$ cat src/rtl/secded_pkg.sv
package secded_pkg;

  // Strobes from control to datapath
  typedef struct packed {
    logic load;      // capture a new read result
    logic applyFix;  // flip the bit the syndrome points to
  } dpStrobe_t;

  // Hamming position of data bit idx: the idx-th non power of two from 3 up
  function automatic int dataPos(input int idx);
    int cnt;
    int res;
    cnt = 0;
    res = 0;
    for (int p = 3; p < 4096; p++) begin
      if ((p & (p - 1)) != 0) begin
        if (cnt == idx && res == 0) res = p;
        cnt++;
      end
    end
    return res;
  endfunction

endpackage

$ cat src/rtl/secded_datapath.sv
module secded_datapath
  import secded_pkg::*;
#(
  parameter int DATA_W = 64,
  parameter int HC_W   = 7
) (
  input  logic                    clk,
  input  logic                    rstN,
  input  logic [DATA_W-1:0]       wrData,
  output logic [HC_W:0]           wrCheck,
  input  logic [DATA_W+HC_W:0]    rdCode,
  input  dpStrobe_t               strobe,
  output logic                    synNonZero,
  output logic                    parityErr,
  output logic                    synInRange,
  output logic [DATA_W-1:0]       rdDataOut
);
  localparam int CODE_W   = DATA_W + HC_W + 1;
  localparam int LAST_POS = CODE_W - 1;

  logic [HC_W-1:0]   posTab [DATA_W];
  logic [HC_W-1:0]   encHc;
  logic [HC_W-1:0]   syn;
  logic [DATA_W-1:0] fixMask;
  logic [DATA_W-1:0] corrected;
  logic [DATA_W-1:0] dataQ;

  // position table computed at elaboration
  for (genvar gi = 0; gi < DATA_W; gi++) begin : g_pos
    localparam int P = dataPos(gi);
    assign posTab[gi] = HC_W'(P);
  end

  // write side encoder
  always_comb begin
    encHc = '0;
    for (int i = 0; i < DATA_W; i++) begin
      for (int j = 0; j < HC_W; j++) begin
        if (posTab[i][j]) encHc[j] = encHc[j] ^ wrData[i];
      end
    end
  end
  assign wrCheck = {^{encHc, wrData}, encHc};

  // read side syndrome
  always_comb begin
    syn = rdCode[DATA_W +: HC_W];
    for (int i = 0; i < DATA_W; i++) begin
      for (int j = 0; j < HC_W; j++) begin
        if (posTab[i][j]) syn[j] = syn[j] ^ rdCode[i];
      end
    end
  end

  assign parityErr  = ^rdCode;
  assign synNonZero = |syn;
  assign synInRange = ({{(32-HC_W){1'b0}}, syn} <= 32'(LAST_POS));

  always_comb begin
    for (int i = 0; i < DATA_W; i++) fixMask[i] = (syn == posTab[i]);
  end

  assign corrected = rdCode[DATA_W-1:0] ^ (strobe.applyFix ? fixMask : '0);

  always_ff @(posedge clk) begin
    if (!rstN)            dataQ <= '0;
    else if (strobe.load) dataQ <= corrected;
  end

  assign rdDataOut = dataQ;

endmodule

$ cat src/rtl/secded_control.sv
module secded_control
  import secded_pkg::*;
(
  input  logic      clk,
  input  logic      rstN,
  input  logic      rdValid,
  input  logic      synNonZero,
  input  logic      parityErr,
  input  logic      synInRange,
  output dpStrobe_t strobe,
  output logic      rdOutValid,
  output logic      errSingle,
  output logic      errDouble
);
  logic isSingle;
  logic isDouble;
  logic validQ, singleQ, doubleQ;

  // odd parity: one flip, unless the syndrome names no real position
  assign isSingle = parityErr && (!synNonZero || synInRange);
  // even parity with a nonzero syndrome, or an impossible syndrome
  assign isDouble = (synNonZero && !parityErr) ||
                    (parityErr && synNonZero && !synInRange);

  always_comb begin
    strobe.load     = rdValid;
    strobe.applyFix = rdValid && parityErr && synNonZero && synInRange;
  end

  always_ff @(posedge clk) begin
    if (!rstN) begin
      validQ  <= 1'b0;
      singleQ <= 1'b0;
      doubleQ <= 1'b0;
    end else begin
      validQ  <= rdValid;
      singleQ <= rdValid && isSingle;
      doubleQ <= rdValid && isDouble;
    end
  end

  assign rdOutValid = validQ;
  assign errSingle  = singleQ;
  assign errDouble  = doubleQ;

endmodule

$ cat src/rtl/secded_unit.sv
module secded_unit
  import secded_pkg::*;
#(
  parameter int DATA_W = 64,
  parameter int HC_W   = 7
) (
  input  logic                 clk,
  input  logic                 rstN,
  input  logic [DATA_W-1:0]    wrData,
  output logic [HC_W:0]        wrCheck,
  input  logic                 rdValid,
  input  logic [DATA_W+HC_W:0] rdCode,
  output logic                 rdOutValid,
  output logic [DATA_W-1:0]    rdDataOut,
  output logic                 errSingle,
  output logic                 errDouble
);
  dpStrobe_t strobe;
  logic synNonZero, parityErr, synInRange;

  secded_datapath #(.DATA_W(DATA_W), .HC_W(HC_W)) u_dp (
    .clk        (clk),
    .rstN       (rstN),
    .wrData     (wrData),
    .wrCheck    (wrCheck),
    .rdCode     (rdCode),
    .strobe     (strobe),
    .synNonZero (synNonZero),
    .parityErr  (parityErr),
    .synInRange (synInRange),
    .rdDataOut  (rdDataOut)
  );

  secded_control u_ctl (
    .clk        (clk),
    .rstN       (rstN),
    .rdValid    (rdValid),
    .synNonZero (synNonZero),
    .parityErr  (parityErr),
    .synInRange (synInRange),
    .strobe     (strobe),
    .rdOutValid (rdOutValid),
    .errSingle  (errSingle),
    .errDouble  (errDouble)
  );

endmodule

$ cat config.mk
export PLATFORM = sky130hd
export DESIGN_NAME = secded_unit
export DESIGN_NICKNAME = d
export VERILOG_FILES = /design/src/rtl/secded_pkg.sv /design/src/rtl/secded_datapath.sv /design/src/rtl/secded_control.sv /design/src/rtl/secded_unit.sv
export SDC_FILE = /design/constraint.sdc
export NUM_CORES = 1
export LEC_CHECK = 0
export ABC_AREA = 1
export CORE_ASPECT_RATIO = 0.6
export CORE_MARGIN = 2
export CORE_UTILIZATION = 52
export DETAILED_ROUTE_END_ITERATION = 10
export PLACE_DENSITY = 0.79
export SLEW_MARGIN = 30
export SYNTH_ARGS = -nofsm -noshare
export SYNTH_HDL_FRONTEND = slang
export SYNTH_SLANG_ARGS = --single-unit
$ cat constraint.sdc
create_clock -name clk -period 5.75 [get_ports clk]
set_clock_uncertainty 0.2 [all_clocks]
set_input_delay 1.725 -clock clk [delete_from_list [all_inputs] [get_ports clk]]
set_output_delay 1.725 -clock clk [all_outputs]
set_load 0.03 [all_outputs]
* Word-level counts from Yosys, hierarchy flattened
Cells that the tools add are included.
** Storage, ports and cells
- Bits of input ports :: 139
- Output and inout bits :: 75
- Bits in registers :: 67
** Operators by class
- Reduce and logical (&&, ||, !) cells :: 17
- $lt $le $gt $ge :: 1
- Eq/ne operators :: 64
- Muxes and demuxes :: 1
- Bitwise operators :: 404
** Operators with widths (number)
- XOR 1 bit :: 403
- == test 7 x 6 -> 1 bit (second input constant) :: 31
- == test 7 x 5 -> 1 bit (second input constant) :: 15
- parity 72 bit :: 1
- parity 71 bit :: 1
- 2-to-1 mux 64 bit :: 1
- XOR 64 bit :: 1
- == test 7 x 4 -> 1 bit (second input constant) :: 7
- == test 7 bit (second input constant) :: 7
- == test 7 x 3 -> 1 bit (second input constant) :: 3
- logical AND 1 bit :: 9
- == test 7 x 2 -> 1 bit (second input constant) :: 1
- <= comparator 7 bit (second input constant) :: 1
- OR reduction 7 bit :: 1
- zero test 1 bit :: 3
- logical OR 1 bit :: 2

* Depth between registers and ports, before layout
- Depth after elaboration :: 40
- Mapped depth :: 26

* Modules after synthesis
A second synthesis with hierarchy kept.
** Second synthesis, totals
- Cell total of the unflattened synthesis :: 1974
- Area, all modules :: 10002.1 um2
** Modules (own cells, without submodules)
- secded_datapath :: times used 1, area each 9892.0 um2, cells an instance 1959
- secded_control :: times used 1, area each 110.1 um2, cells an instance 15

* Worst setup path before layout
No wires, ideal clock.
- Path kind :: input to output
- From :: input port wrData[16]
- To :: output port wrCheck[7]
- Arrival time :: 4.037 ns
- Slack :: -0.212 ns
- Stages on the path :: 14
- Cell sequence :: xnor2_1 -> xnor2_1 -> xor2_1 -> or2_2 -> nand2_1 -> nand2_1 -> nand2_1 -> xor2_1 -> nand3_1 -> nand2_1 -> inv_1 -> nand3_1 -> nand3_1 -> nand2_1
** Between the ends
- Word-level cells in the longest chain between the ends :: 27
** RTL lines
- start, declared :: line secded_unit.sv:9 : input logic [DATA_W-1:0] wrData,
- XOR 1 bit (26 in series) :: line secded_datapath.sv:39 : if (posTab[i][j]) encHc[j] = encHc[j] ^ wrData[i];
- net wrCheck[4] :: line secded_unit.sv:10 : output logic [HC_W:0] wrCheck,
- parity 71 bit :: line secded_datapath.sv:43 : assign wrCheck = {^{encHc, wrData}, encHc};
- end, declared :: line secded_unit.sv:10
The timed path passes the listed nets, and every way through them passes these cells.

* Worst setup path after layout
- From :: input port wrData[14]
- To :: output port wrCheck[7]
** Between the ends
- Word-level cells in the longest chain between the ends :: 29
** RTL lines (line)
- XOR 1 bit (28 in series) :: secded_datapath.sv:39
- parity 71 bit (*) :: secded_datapath.sv:43
Every way passes the cells marked *; elsewhere a longest branch is shown, timed or not.

==> results.toml <==
[status]
status = "finished, violations left"
violations = "negative setup slack"

[power_and_ir_drop]
power_mw = 4.10
power.density_mw_per_mm2 = 313
irDropWorstVdd_mv = 0.279
power.leakage_nw = 6.94

[yosys]
yosys-top-cells-area = "nand2_1 30%, dfxtp_1 15%, xnor2_1 13%"
synth.cell_area_mm2 = 0.00895
seq_area_frac_synth_pct = 15.0
synth_fp_nets = 1782
ys_ff_latch = 67
synth_top_area_cell = "nand2_1"
syn-instance-count = 1643
synth.avg_cell_area_um2 = 5.44
yosys.cell_types.count = 33
yosysTopAreaCellShare_pct = 29.7
ys_warn_count = 0

[route]
ant_nets = 0
route.vias.total = 11700
wl_per_cell_um = 18.3
via_per_inst = 5.43
drt_iter0_markers = 1387
firstDrtPassIters = 6
drc = 0
finalWirelength_um = 39400

[global_routing]
grt.total_usage_pct = 39.9
grt_pass1_vias = 10200
antenna_found_initial = 2
grt_pass1_wl_um = 55900
grt_overflow = 0
grt_max_degree = 79

[timing]
timing.final.crit_share_pct = 104
max_slew_margin_pct = 47.7
setup_ws_ns = -0.232
tightest_slew_ns = 0.785
period_needed_ns = 5.98
setup_violations = 1
drv_slew = 0
rsz0062_at_grt = "true"
hold_violations = 0
fmax_ghz = 0.167

[clock_network]
cts_max_level = 3
cts.root.buffer_cell = "clkbuf_16"
ctsLongestPathBuffers = 2
clk_pin_slew_ns = 0.06
cts-buffers-inserted = 9
clkSinkCount = 67
tritoncts = "done"
clk_latency_ns = 0.34

[floorplan]
start_util_pct = 52.7
core_mm2 = 0.0170
die_area_mm2 = 0.0183
num_rows = 37
ios = 214
die_w_um = 173
fp.dieH_um = 106

[place]
gp_congestion = 1.03
hpwl_um = 29300
placed_area_mm2 = 0.0118
io_buffers = 213

[run]
maxCapViolCount = 0

[worst_setup_path]
rr_worst_depth = 3
startpoint_type = "input port"
r2r_start = "u_dp.rdDataOut[43]$_SDFFE_PN0P_"
cp_max_fo = 2
endpoint = "wrCheck[7]"
setup.worst_path.start = "wrData[14]"
cp.required_ns = 3.83
critPathKind = "in2out"
rr_endpoint = "u_dp.rdDataOut[43]$_SDFFE_PN0P_"
rrSetupSlack_ns = 4.74
arrival_ns = 4.06
end_kind = "output pin"

[min_path]
min_path_type = "reg2reg"

[final_layout]
final_nets = 2053
stdcell_area_mm2 = 0.0131
syn_to_final_growth_pct = 46.5
drive_gt1_share_pct = 18.9
==> what timing repair did <==
item	4_1_cts	5_1_grt
pin swaps	89	105
cloned	0	0
hold buffers	0	0
setup endpoints to repair	5	5
setup buffers	14	10
gates resized for setup	208	166
==> placed cells by master, fill, tap and decap left out, types with 19 or more instances in the layout <==
cell / netlist / routed
nand2_1: 709 / 685
inv_1: 174 / 169
clkdlybuf4s50_1: 0 / 140
nor2_1: 126 / 126
nand3_1: 126 / 120
buf_4: 4 / 97
dfxtp_1: 67 / 67
xnor2_1: 132 / 65
xnor2_2: 2 / 50
o21ai_0: 50 / 50
xor2_1: 77 / 47
inv_2: 24 / 29
nand2_2: 6 / 29
clkbuf_2: 3 / 28
xor2_2: 1 / 24
o21bai_1: 21 / 21
buf_2: 21 / 20
xnor2_4: 0 / 19
a21oi_1: 19 / 19
==> kinds of logic after synthesis <==
| group | synth area share, % |
|---|---|
| AO/OA/AOI/OAI | 6.69 |
| AND/OR/NAND/NOR | 45.9 |
| flip-flops | 15.0 |
| XOR/XNOR | 21.0 |
| buffers and inverters | 11.5 |
==> cells in the mapped netlist <==
cell,number
nand2_1,709
inv_1,174
xnor2_1,132
nand3_1,126
nor2_1,126
xor2_1,77
dfxtp_1,67
o21ai_0,50
inv_2,24
buf_2,21
o21bai_1,21
clkbuf_1,20
a21oi_1,19
nand4_1,16
nand3b_1,12
a21oi_2,10
nand2_2,6
or2_2,5
buf_1,4
buf_4,4
buf_6,3
clkbuf_2,3
clkinv_1,2
nand2b_1,2
xnor2_2,2
a211oi_1,1
nand3_2,1
nand3_4,1
nor2_4,1
nor3_1,1
nor3_4,1
or2_1,1
xor2_2,1
==> state kept, by name, summed over array words and instances, names as in the netlist <==
signal,cells
u_dp.rdDataOut,64
u_ctl.errDouble,1
u_ctl.rdOutValid,1
u_ctl.errSingle,1
==> report_power, final <==
group | switching (mW) | internal (mW) | total, mW | leakage [nW]
clock | 0.251 | 0.340 | 0.591 | 0.148
combinational | 1.84 | 1.14 | 2.99 | 6.24
sequential | 0.0192 | 0.499 | 0.518 | 0.557
==> worst min path at each step <==
stage / cells past startpoint / slack, ns / from / end
detailed placement: 2 / 0.32 / u_dp.rdDataOut[48]$_SDFFE_PN0P_ / u_dp.rdDataOut[48]$_SDFFE_PN0P_
global route: 2 / 0.36 / u_dp.rdDataOut[6]$_SDFFE_PN0P_ / u_dp.rdDataOut[6]$_SDFFE_PN0P_
CTS: 2 / 0.34 / u_dp.rdDataOut[25]$_SDFFE_PN0P_ / u_dp.rdDataOut[25]$_SDFFE_PN0P_
finish: 2 / 0.34 / u_dp.rdDataOut[9]$_SDFFE_PN0P_ / u_dp.rdDataOut[9]$_SDFFE_PN0P_
global placement: 2 / 0.31 / u_dp.rdDataOut[26]$_SDFFE_PN0P_ / u_dp.rdDataOut[26]$_SDFFE_PN0P_
floorplan: 2 / 0.45 / u_dp.rdDataOut[16]$_SDFFE_PN0P_ / u_dp.rdDataOut[16]$_SDFFE_PN0P_
==> layout make-up <==
| type | count | area [um^2] |
|---|---|---|
| clock inverter | 7 | 76.3 |
| multi-input combinational | 1321 | 7720 |
| antenna | 1 | 2.50 |
| tap | 234 | 293 |
| sequential | 67 | 1340 |
| timing repair buffer | 315 | 2700 |
| clock buffer | 9 | 225 |
| inverter | 200 | 751 |
| fill | 1308 | 3880 |
==> critical path: stages <==
cell and delay (ns):
clkbuf_2 0.13, xnor2_4 0.24, xnor2_2 0.17, xor2_2 0.30, nand2_1 0.17, nand2_1 0.11
nand2_1 0.06, nand2_1 0.10, inv_1 0.06, nand2_2 0.08, nand3_1 0.12, nand2_1 0.16
nand2_2 0.10, nand2_2 0.09, nand2_2 0.07, nand2_1 0.08, nand2_1 0.07, nand2_1 0.09
buf_6 0.13
==> layer usage <==
metal  share of wire (%)  track usage [%]  wire [um]
met1                  43             60.0      16900
met2                  39             54.0      15400
met3                  15             14.3       6070
met4                 2.7             7.08       1060
met5               0.023                0          9
==> through the flow <==
step           std cells  utilization, %  hold slack, ns  worst slack, ns  setup TNS, ns
3_5_place_dp        2119            69.3           0.319           -0.485          -1.00
5_1_grt             2153            77.1           0.360           -0.289         -0.331
4_1_cts             2144            74.7           0.335         0.000628              0
3_3_place_gp        2119            69.3           0.311           -0.437         -0.717
6_report            2154            77.1           0.337           -0.232         -0.232
2_1_floorplan       1643               -           0.446           0.0346              0
Note: power is estimated with default switching activity, not from simulation.
